--- src/rtl/class_alu_pkg.sv ---
package class_alu_pkg;

    typedef enum logic [1:0] {
        CLS_UPPER = 2'd0,
        CLS_SLT   = 2'd1,
        CLS_ARITH = 2'd2,
        CLS_BITS  = 2'd3
    } fn_class_e;

    typedef enum logic [1:0] {
        BF_AND = 2'd0,
        BF_OR  = 2'd1,
        BF_XOR = 2'd2,
        BF_NOR = 2'd3
    } bit_fn_e;

endpackage

--- src/rtl/cla_addsub.sv ---
module cla_addsub #(
    parameter int WIDTH = 32
) (
    input  logic [WIDTH-1:0] a,
    input  logic [WIDTH-1:0] b,
    input  logic             sub,
    output logic [WIDTH-1:0] sum,
    output logic             ovf,
    output logic             less
);
    logic [WIDTH-1:0] b_eff;
    logic [WIDTH:0]   wide;

    always_comb begin
        b_eff = sub ? ~b : b;
        wide  = {1'b0, a} + {1'b0, b_eff} + {{WIDTH{1'b0}}, sub};
        sum   = wide[WIDTH-1:0];
        ovf   = (a[WIDTH-1] == b_eff[WIDTH-1]) && (sum[WIDTH-1] != a[WIDTH-1]);
        less  = sum[WIDTH-1] ^ ovf;
        if (sub && (a == b)) begin
            AST_SUB_SELF_ZERO: assert (sum == '0 && !ovf && !less);
        end
    end
endmodule

--- src/rtl/cla_bitwise.sv ---
module cla_bitwise
    import class_alu_pkg::*;
#(
    parameter int WIDTH = 32
) (
    input  logic [WIDTH-1:0] a,
    input  logic [WIDTH-1:0] b,
    input  logic [1:0]       fn,
    output logic [WIDTH-1:0] y
);
    for (genvar i = 0; i < WIDTH; i++) begin : g_bit
        always_comb begin
            unique case (bit_fn_e'(fn))
                BF_AND:  y[i] = a[i] & b[i];
                BF_OR:   y[i] = a[i] | b[i];
                BF_XOR:  y[i] = a[i] ^ b[i];
                default: y[i] = ~(a[i] | b[i]);
            endcase
        end
    end
endmodule

--- src/rtl/cla_upper_imm.sv ---
module cla_upper_imm #(
    parameter int WIDTH = 32
) (
    input  logic [WIDTH-1:0] b,
    output logic [WIDTH-1:0] y
);
    localparam int IMM_W = WIDTH / 2;
    localparam int LOW_W = WIDTH - IMM_W;

    logic unused_b_high;
    assign unused_b_high = ^b[WIDTH-1:IMM_W];

    always_comb begin
        y = {b[IMM_W-1:0], {LOW_W{1'b0}}};
        AST_UPPER_LOW_CLEAR: assert (y[LOW_W-1:0] == '0);
    end
endmodule

--- src/rtl/class_alu.sv ---
module class_alu
    import class_alu_pkg::*;
#(
    parameter int WIDTH = 32
) (
    input  logic [WIDTH-1:0] op_a,
    input  logic [WIDTH-1:0] op_b,
    input  logic [1:0]       fn_class,
    input  logic             sub_en,
    input  logic [1:0]       bit_fn,
    input  logic [2:0]       shift_code,
    output logic [WIDTH-1:0] result,
    output logic             zero,
    output logic             overflow
);
    typedef struct packed {
        logic [WIDTH-1:0] value;
        logic             zero;
        logic             ovf;
    } alu_out_t;

    logic [WIDTH-1:0] sum_w;
    logic [WIDTH-1:0] bits_w;
    logic [WIDTH-1:0] upper_w;
    logic             ovf_w;
    logic             less_w;
    logic             unused_shift_code;
    alu_out_t         out_d;

    assign unused_shift_code = ^shift_code;

    cla_addsub #(.WIDTH(WIDTH)) u_addsub (
        .a    (op_a),
        .b    (op_b),
        .sub  (sub_en),
        .sum  (sum_w),
        .ovf  (ovf_w),
        .less (less_w)
    );

    cla_bitwise #(.WIDTH(WIDTH)) u_bits (
        .a  (op_a),
        .b  (op_b),
        .fn (bit_fn),
        .y  (bits_w)
    );

    cla_upper_imm #(.WIDTH(WIDTH)) u_upper (
        .b (op_b),
        .y (upper_w)
    );

    always_comb begin
        out_d = '0;
        unique case (fn_class_e'(fn_class))
            CLS_UPPER: out_d.value = upper_w;
            CLS_SLT:   out_d.value = {{(WIDTH-1){1'b0}}, less_w};
            CLS_ARITH: begin
                out_d.value = sum_w;
                out_d.ovf   = ovf_w;
            end
            default:   out_d.value = bits_w;
        endcase
        out_d.zero = (out_d.value == '0);
    end

    assign result   = out_d.value;
    assign zero     = out_d.zero;
    assign overflow = out_d.ovf;

    always_comb begin
        if (fn_class != CLS_ARITH) begin
            AST_NO_OVERFLOW: assert (!overflow);
        end
        if (fn_class == CLS_SLT) begin
            AST_SLT_ONE_BIT: assert (result[WIDTH-1:1] == '0);
        end
        if (fn_class == CLS_BITS && bit_fn == BF_XOR && op_a == op_b) begin
            AST_XOR_SELF_ZERO: assert (zero);
        end
        if (fn_class == CLS_BITS && bit_fn == BF_NOR && op_a == '0) begin
            AST_NOR_NONZERO: assert (!zero || op_b == '1);
        end
    end
endmodule

--- config.mk ---
export PLATFORM = sky130hd
export DESIGN_NAME = class_alu
export DESIGN_NICKNAME = d
export VERILOG_FILES = /design/src/rtl/class_alu_pkg.sv /design/src/rtl/cla_addsub.sv /design/src/rtl/cla_bitwise.sv /design/src/rtl/cla_upper_imm.sv /design/src/rtl/class_alu.sv
export SDC_FILE = /design/constraint.sdc
export NUM_CORES = 1
export LEC_CHECK = 0
export BUFFER_PORTS_ARGS = -buffer_cell sky130_fd_sc_hd__buf_2
export CORE_MARGIN = 4
export CORE_UTILIZATION = 55
export DETAILED_ROUTE_END_ITERATION = 8
export PLACE_DENSITY = 0.81
export SLEW_MARGIN = 20
export SYNTH_ARGS = -nofsm -noshare
export SYNTH_HDL_FRONTEND = slang
export SYNTH_SLANG_ARGS = --single-unit
export TNS_END_PERCENT = 5
--- constraint.sdc ---
create_clock -name vclk -period 9.4
set_clock_uncertainty 0.2 [all_clocks]
set_input_delay 2.35 -clock vclk [all_inputs]
set_output_delay 2.35 -clock vclk [all_outputs]
set_load 0.02 [all_outputs]
==> summary.md, run 1 <==
| Metric | Value |
|---|---|
| Status | completed |
| GRT overflow | 0 |
| Row count | 33 |
| Critical path class | in2out |
| Top-count cell post-synth | ha_1 |
| Leakage | 2.826 nW |
| Final setup vio count | 0 |
| Max-Cap Viols | 0 |
| Post-synthesis instance area | 0.004760 mm2 |
| Area delta synth->final | 13.41% |
| Setup WS pre-CTS | 0.2402 ns |
| Die height | 101.0 um |
| HPWL after detailed placement | 12.71 mm |
| Post-DRT Antenna Nets | 0 |
| Syn avg cell area | 7.233 um2 |
| Critical Path RT | 6.85 ns |
| Slew @ Worst Pin | 0.6600 ns |
| Sequential share of the synthesized area | 0% |
| DRC errors left | 0 |
| Pwr/cell area | 76.27 mW/mm2 |
| Slew Limit Headroom | 55.43% |
| Routed vias/inst | 6.103 |
| Unique masters post-synth | 67 |
| Final hold vios | 0 |
| Syn nets | 830 |
| CP cell instances | buf_2 -> buf_4 -> xor2_1 -> ha_1 -> a21oi_1 -> o21ai_0 -> o211ai_1 -> o211ai_1 -> or4_1 -> or4_1 -> a211oi_1 -> and4bb_1 -> or4b_1 -> nor4_2 -> buf_2 |
| First-pass GRT wire length | 24.45 mm |
| Worst path max stage delay | 0.53 ns |
| DRT Wirelength | 15.30 mm |
| Core Area | 0.008299 mm2 |
| Final #Nets | 915 |
| Worst setup EP type | output port |
| Area contributors post-synth | ha_1 (26%), xor2_1 (11%), inv_1 (5.7%) |
| Total track usage | 29.33% |
| Share of layout cells above drive strength 1 | 19.70% |
| Setup Fix Bufs, Post-CTS | 0 |
| Post-DP Area | 0.005384 mm2 |
| RSZ-0062 raised after global routing | false |
| Initial DRC Count | 363 |
| Initial DRT Pass Iterations | 5 |
| Worst vdd ir | 0.00004283 V |
| Hold crit path type | in2out |
| Die width | 101.0 um |
| Max frequency | 108.8 MHz |
| Initial Util | 57.35% |
| CP startpoint kind | primary input |
| ANT cells | 0 |
| Final std cells w/o fill | 846 |
| Period minus WS final | 9.190 ns |
| I/O pins | 106 |
| Via count | 5,163 |
| Setup tns final | 0 ns |
| Commonest cells in the netlist | ha_1 (99), inv_1 (72), xor2_1 (62) |
| Post-synth top area cell | ha_1 |
| Placer's final routability congestion estimate | 0.9779 |
| # clk buffers | 0 |
| CP top delay family | simple AND/OR/NAND/NOR gates |
| Placed cell count | 846 |
| Port Buffers | 103 |
| Crit path buffers/inverters | 3 |
| FF+latch count | 0 |
| Vias in the first global route | 4,950 |
| Worst path arrival time | 6.64 ns |
| Die area | 0.01021 mm2 |
| Critical path peak fanout | 8 |
| Fin. max-slew vios | 0 |
| Synth warn | 0 |
| Tcrit/Tclk final | 97.76% |
| WL per Instance | 18.09 um |
| Setup WS post-layout | 0.2104 ns |
| Antenna violations before repair | 0 |
| Max stage delay cell, worst path | or4_1 |
| Post-Synthesis Cells | 658 |
| Top-area cell type share of the netlist area | 26.03% |
| Largest net degree at the start of global routing | 46 |
| Register area | 0 um2 |
| Final design area excluding fillers | 0.005398 mm2 |
[cell type report]
cell class / instances / area, um2
fillers: 745 / 2902
multi-input cells: 545 / 4324
inverters: 73 / 274.0
well taps: 105 / 131.4
repair buffers: 123 / 668.1
[path summary, 6_finish.rpt]
path                    start         end  slack [ns]  depth (start not counted)
worst max-delay path   sub_en        zero        0.21                         15
worst min-delay path  op_b[4]  result[20]        4.99                          4
[cell usage in the layout, fill, tap and decap left out, types with 3 or more instances in the layout]
master,netlist,final
a311oi_1,3,3
ha_1,99,99
mux2_2,9,9
xor2_1,62,62
nand4_1,13,13
xnor2_1,19,19
mux2i_1,20,20
a21boi_0,3,3
o21ai_0,38,38
o211ai_1,9,9
nand2b_1,6,6
a211oi_1,26,26
o31ai_1,6,6
o31a_1,4,4
and2_1,3,3
nor2b_1,14,14
inv_1,72,72
nand3_1,7,7
nand2_1,43,43
nor2_1,27,27
a22oi_1,4,4
o21bai_1,3,3
buf_4,3,21
a21o_1,10,10
o21a_1,5,5
nor3_1,10,10
buf_2,11,102
or4_1,5,5
a21oi_1,45,45
[layer usage]
layer	vias up	wire (um)	GRT usage, %
met5	-	0	0
met4	0	416	7.055
met3	30	1175	2.076
met2	218	6886	49.22
met1	2397	6826	40.69
li1	2518	-	-
[timing repair]
item                       4_1_cts  5_1_grt
hold buffers                     0        0
gates resized for setup          0        2
hold endpoints to repair         0        0
setup endpoints to repair        0        1
[stage by stage]
stage / hold WS [ns] / total power [W] / util [%]
6_report: 4.993 / 0.0004117 / 65.04
5_1_grt: 5.013 / 0.0004512 / 65.04
4_1_cts: 4.989 / 0.0004043 / 64.87
3_5_place_dp: 4.989 / 0.0004018 / 64.87
3_3_place_gp: 4.971 / 0.0003903 / 64.87
2_1_floorplan: 4.704 / 0.0002792 / -
[power by group]
group / total (W) / switching (W) / internal [W]
Clock: 0 / 0 / 0
Sequential: 0 / 0 / 0
Combinational: 0.000412 / 0.000250 / 0.000162
Total: 0.000412 / 0.000250 / 0.000162
[logic make-up (layout without fill, tap and decap cells)]
group,after synthesis,in the layout,share of synthesized area [%]
and+or+nand+nor,145,145,15.85
AOI/OAI and AO/OA,190,190,27.02
muxes,29,29,6.335
adders and majority gates,100,100,26.45
xor gates and xnor gates,81,81,14.91
buffers and inverters,113,196,9.437
No activity file was read; power rests on OpenSTA's default activity.
==> inputs of run 2 (changes only) <==
--- a/config.mk
+++ b/config.mk
@@ -6,12 +6,14 @@
 export NUM_CORES = 1
 export LEC_CHECK = 0
 export BUFFER_PORTS_ARGS = -buffer_cell sky130_fd_sc_hd__buf_2
+export CAP_MARGIN = 5
 export CORE_MARGIN = 4
 export CORE_UTILIZATION = 55
 export DETAILED_ROUTE_END_ITERATION = 8
-export PLACE_DENSITY = 0.81
+export PLACE_DENSITY = 0.8
 export SLEW_MARGIN = 20
 export SYNTH_ARGS = -nofsm -noshare
 export SYNTH_HDL_FRONTEND = slang
+export SYNTH_HIERARCHICAL = 1
 export SYNTH_SLANG_ARGS = --single-unit
 export TNS_END_PERCENT = 5
==> run 2 against run 1 <==
Compared with the run above:
- via count up 0.76%
- critical path depth up 2
- combinational power up 12%
- largest power group unchanged
==> summary.md, run 2 <==
| Metric | Value |
|---|---|
| Vias in the first global route | 4,906 |
| Via count | 5,202 |
| Post_cts resized | 0 |
| Mux cell area share after synthesis | 15.33% |
| Final setup vio count | 0 |
| Placer's final routability congestion estimate | 0.9203 |
| Commonest cells in the netlist | ha_1 (94), inv_1 (77), nand2_1 (73) |
| Antenna violations before repair | 0 |
| Die height | 107.0 um |
| Area contributors post-synth | ha_1 (22%), mux2_4 (9.5%), xor2_1 (6.3%) |
| Fin. max-slew vios | 0 |
| Worst path arrival time | 6.46 ns |
| First-pass GRT wire length | 22.19 mm |
| Row count | 35 |
| DRT Wirelength | 13.91 mm |
| Hold crit path type | in2out |
| HPWL after detailed placement | 11.54 mm |
| Initial DRT Pass Iterations | 5 |
| Synth Area in Simple Gates | 14.80% |
| Critical Path RT | 6.85 ns |
| Post-DRT Antenna Nets | 0 |
| Post-DP Area | 0.005668 mm2 |
| Share of layout cells above drive strength 1 | 22.51% |
| Final #Nets | 942 |
| Period minus WS final | 9.006 ns |
| Post-synthesis instance area | 0.005386 mm2 |
| Initial DRC Count | 338 |
| Tcrit/Tclk final | 95.81% |
| WHS | 4.961 ns |
| ANT cells | 0 |
| Register area | 0 um2 |
| I/O pins | 106 |
| Critical path class | in2out |
| CP startpoint kind | primary input |
| Unique masters post-synth | 61 |
| Pwr/cell area | 81.22 mW/mm2 |
| Syn avg cell area | 7.440 um2 |
| Status | completed |
| GRT overflow | 0 |
| WL per Instance | 15.42 um |
| Initial Util | 57.48% |
| Port Buffers | 103 |
| Core Area | 0.009371 mm2 |
| Final design area excluding fillers | 0.005668 mm2 |
| Sequential share of the synthesized area | 0% |
| Final hold vios | 0 |
| Setup WS pre-CTS | 0.4670 ns |
| Worst setup EP type | output port |
| Die width | 107.0 um |
| Critical path peak fanout | 22 |
| Most frequent cells in the layout | buf_2 (102), ha_1 (94), inv_1 (77) |
| Post-Synth XOR/XNOR Area | 9.268% |
| Setup Fix Bufs, Post-CTS | 0 |
| Largest family of logic cells by synthesized area | compound AO/OA/AOI/OAI gates |
| Slew @ Worst Pin | 0.7745 ns |
| Min-Delay Endpoint | result[17] |
| Worst hold start | op_b[1] |
| Routed vias/inst | 5.767 |
| Post-synth top area cell | ha_1 |
| Total power draw | 0.0004603 W |
| RSZ-0062 raised after global routing | false |
| Post-Synthesis Cells | 724 |
| Top-count cell post-synth | ha_1 |
| Top-area cell type share of the netlist area | 21.84% |
| Post-synthesis adder-cell area fraction | 22.39% |
| Compound-Gate Fraction of Synth Area | 23.46% |
| Hold path depth | 3 |
| FF+latch count | 0 |
| # clk buffers | 0 |
| Setup WS post-layout | 0.3936 ns |
| Setup tns final | 0 ns |
| Worst vdd ir | 0.00003253 V |
| DRC errors left | 0 |
| Die area | 0.01144 mm2 |
| Total track usage | 23.01% |
| Max-Cap Viols | 0 |
| Area delta synth->final | 5.227% |
| Max frequency | 111.0 MHz |
| Slew Limit Headroom | 48.37% |
| Leakage | 3.025 nW |
| Synth warn | 6 |
| Most common library cell in the layout ignoring fill and taps | buf_2 |
| Hold_buf cts | 0 |
| Largest net degree at the start of global routing | 72 |
## run 2: changes by cell type in the layout (fill, tap and decap cells not counted), moves of 10 or more
cell | previous run | this run
nand2_1 | 43 | 73
xor2_1 | 62 | 39
conb_1 | 0 | 16
mux2_2 | 9 | 19
mux2i_1 | 20 | 2
a211oi_1 | 26 | 5
nor2_1 | 27 | 17
a22o_1 | 0 | 31
buf_4 | 21 | 7
mux2_4 | 0 | 34
o21ai_1 | 0 | 28
## run 2: kinds of logic after synthesis
family          Yosys count
xor+xnor                 57
mux                      61
buf+inv                 152
simple gates            160
other cells               1
compound gates          197
fa+ha+maj                96
## run 2: critical path, stage by stage
cell and delay (ns):
buf_2 0.15, buf_4 0.38, xor2_1 0.19, ha_1 0.32, a21o_1 0.26, and3_1 0.19, o21ai_0 0.23, a31oi_1 0.12
a211oi_1 0.49, o21ai_0 0.19, xor2_1 0.17, mux2_2 0.30, a22o_1 0.23, nor4_1 0.38, nand4_1 0.16, nor2_1 0.14
buf_2 0.18
## run 2: final cells by class
type                       count  area, um2
fill                         892       3704
inverter                      77      289.0
multi-input combinational    587       4654
tap                          129      161.4
timing repair buffer         109      563.0
## run 2: per-layer routing
| layer | global-route usage [%] | vias to the layer above | share of wire (%) |
|---|---|---|---|
| met3 | 1.686 | 26 | 4.9 |
| met4 | 6.484 | 0 | 2.4 |
| li1 | - | 2585 | - |
| met2 | 43.48 | 141 | 51 |
| met1 | 27.68 | 2450 | 42 |
| met5 | 0 | - | 0 |
## run 2: report_power, final
| group | internal [W] | leakage (nW) | switching (W) |
|---|---|---|---|
| combinational | 0.000202 | 3.03 | 0.000259 |
| clock | 0 | 0 | 0 |
| sequential | 0 | 0 | 0 |
| total | 0.000202 | 3.03 | 0.000259 |
## run 2: worst max path at each step
stage	from	end
4_1_cts	sub_en	zero
3_3_place_gp	sub_en	zero
2_1_floorplan	sub_en	zero
3_5_place_dp	sub_en	zero
6_report	sub_en	zero
5_1_grt	sub_en	zero
## run 2: metrics by stage
stage | util [%] | instances
floorplan | - | 739
global placement | 60.48 | 902
finish | 60.48 | 902
detailed placement | 60.48 | 902
CTS | 60.48 | 902
global route | 60.48 | 902
==> inputs of run 3 (changes only) <==
--- a/config.mk
+++ b/config.mk
@@ -5,12 +5,12 @@
 export SDC_FILE = /design/constraint.sdc
 export NUM_CORES = 1
 export LEC_CHECK = 0
-export BUFFER_PORTS_ARGS = -buffer_cell sky130_fd_sc_hd__buf_2
 export CAP_MARGIN = 5
 export CORE_MARGIN = 4
 export CORE_UTILIZATION = 55
 export DETAILED_ROUTE_END_ITERATION = 8
-export PLACE_DENSITY = 0.8
+export DONT_BUFFER_PORTS = 1
+export PLACE_DENSITY = 0.7
 export SLEW_MARGIN = 20
 export SYNTH_ARGS = -nofsm -noshare
 export SYNTH_HDL_FRONTEND = slang
==> run 3 against run 2 <==
Compared with the run above:
- first-iteration DRC count shrank 27%
- combinational power decreased by 14%
- global-route usage down 0.088 points
- die area unchanged
- sequential share of layout area did not move
- critical path depth down 2
- non-clock buffer count fell by 107
- routed wire length decreased by 0.99%
- hold slack worse by 0.23 ns
- highest routed layer unchanged
==> summary.md, run 3 (synthesized netlist as in run 2, its figures left out) <==
| Metric | Value |
|---|---|
| Status | completed |
| Worst path max stage delay | 0.43 ns |
| FF+latch count | 0 |
| Die area | 0.01144 mm2 |
| Final design area excluding fillers | 0.005120 mm2 |
| Post-layout util | 54.63% |
| Critical path class | in2out |
| Fin. max-slew vios | 0 |
| Pwr/cell area | 77.55 mW/mm2 |
| DRT Wirelength | 13.77 mm |
| DRC errors left | 0 |
| Period minus WS final | 8.858 ns |
| Crit path to | zero |
| WHS | 4.736 ns |
| Max frequency | 112.9 MHz |
| Setup Fix Bufs, Post-CTS | 0 |
| Hold crit path type | in2out |
| Die width | 107.0 um |
| Largest net degree at the start of global routing | 97 |
| Initial DRC Count | 248 |
| Most common library cell in the layout ignoring fill and taps | ha_1 |
| Post-DRT Antenna Nets | 0 |
| Total track usage | 22.93% |
| Worst path arrival time | 6.31 ns |
| Worst vdd ir | 0.00003681 V |
| I/O pins | 106 |
| Setup tns final | 0 ns |
| Via count | 4,748 |
| Antenna violations before repair | 0 |
| Slew Limit Headroom | 55.21% |
| Routed vias/inst | 5.972 |
| Worst setup EP type | output port |
| Critical Path RT | 6.85 ns |
| Leakage | 2.580 nW |
| Hold_buf cts | 0 |
| GRT overflow | 0 |
| RSZ-0062 raised after global routing | false |
| Tcrit/Tclk final | 94.24% |
| Row count | 35 |
| First-pass GRT wire length | 21.95 mm |
| Post_cts resized | 0 |
| # clk buffers | 0 |
| ANT cells | 0 |
| Port Buffers | 0 |
| Final setup vio count | 0 |
| Slew @ Worst Pin | 0.6687 ns |
| Initial Util | 57.48% |
| Placed cell count | 795 |
| WL per Instance | 17.32 um |
| Crit path launch | sub_en |
| Area delta synth->final | -4.948% |
| Core Area | 0.009371 mm2 |
| Critical path peak fanout | 32 |
| CP cell instances | xor2_1 -> inv_1 -> fa_1 -> nor2b_1 -> o211ai_1 -> a31oi_1 -> a2111oi_1 -> nor3b_2 -> a21boi_0 -> xnor2_1 -> mux2_2 -> a22o_1 -> nor4_1 -> nand4_1 -> nor2_1 |
| Max stage delay cell, worst path | fa_1 |
| Register area | 0 um2 |
| Critical path depth | 15 |
| Most frequent cells in the layout | ha_1 (94), inv_1 (77), nand2_1 (73) |
| Final std cells w/o fill | 795 |
| CP top delay family | simple AND/OR/NAND/NOR gates |
| Final #Nets | 835 |
| Share of layout cells above drive strength 1 | 10.06% |
| Vias in the first global route | 4,639 |
| Final hold vios | 0 |
| CP startpoint kind | primary input |
| Placer's final routability congestion estimate | 0.9103 |
| HPWL after detailed placement | 10.98 mm |
| FILL cells | 938 |
| Max-Cap Viols | 0 |
| Die height | 107.0 um |
| Post-DP Area | 0.005120 mm2 |
| Crit path buffers/inverters | 1 |
| Initial DRT Pass Iterations | 5 |
run 3: how the worst min path moves through the flow:
stage                            from  slack [ns]  cells past startpoint         end
after floorplan               op_b[9]        4.82                      2  result[25]
after global placement    fn_class[1]        4.74                      1    overflow
after detailed placement  fn_class[1]        4.74                      1    overflow
after CTS                 fn_class[1]        4.74                      1    overflow
after global routing      fn_class[1]        4.74                      1    overflow
final                     fn_class[1]        4.74                      1    overflow
run 3: power breakdown:
group / internal (W) / switching, W
sequential: 0 / 0
combinational: 0.000178 / 0.000219
clock: 0 / 0
total: 0.000178 / 0.000219
run 3: layer usage:
layer	wire length, um	track usage [%]	vias up
met5	0	0	-
met4	243	3.470	0
li1	-	-	2365
met1	5601	26.44	2234
met2	7118	45.77	129
met3	808	2.228	20
run 3: stage by stage:
stage | worst slack [ns] | power, W
2_1_floorplan | 0.7457 | 0.0003508
3_3_place_gp | 0.6264 | 0.0003862
3_5_place_dp | 0.5868 | 0.0003927
4_1_cts | 0.5618 | 0.0003956
6_report | 0.5416 | 0.0003970
5_1_grt | 0.2813 | 0.0004357
run 3: layout make-up:
class | instances | area [um2] | area share [%]
timing repair buffer | 2 | 15.01 | 0.2933
tap | 129 | 161.4 | 3.152
inverter | 77 | 289.0 | 5.645
multi-input combinational | 587 | 4654 | 90.91
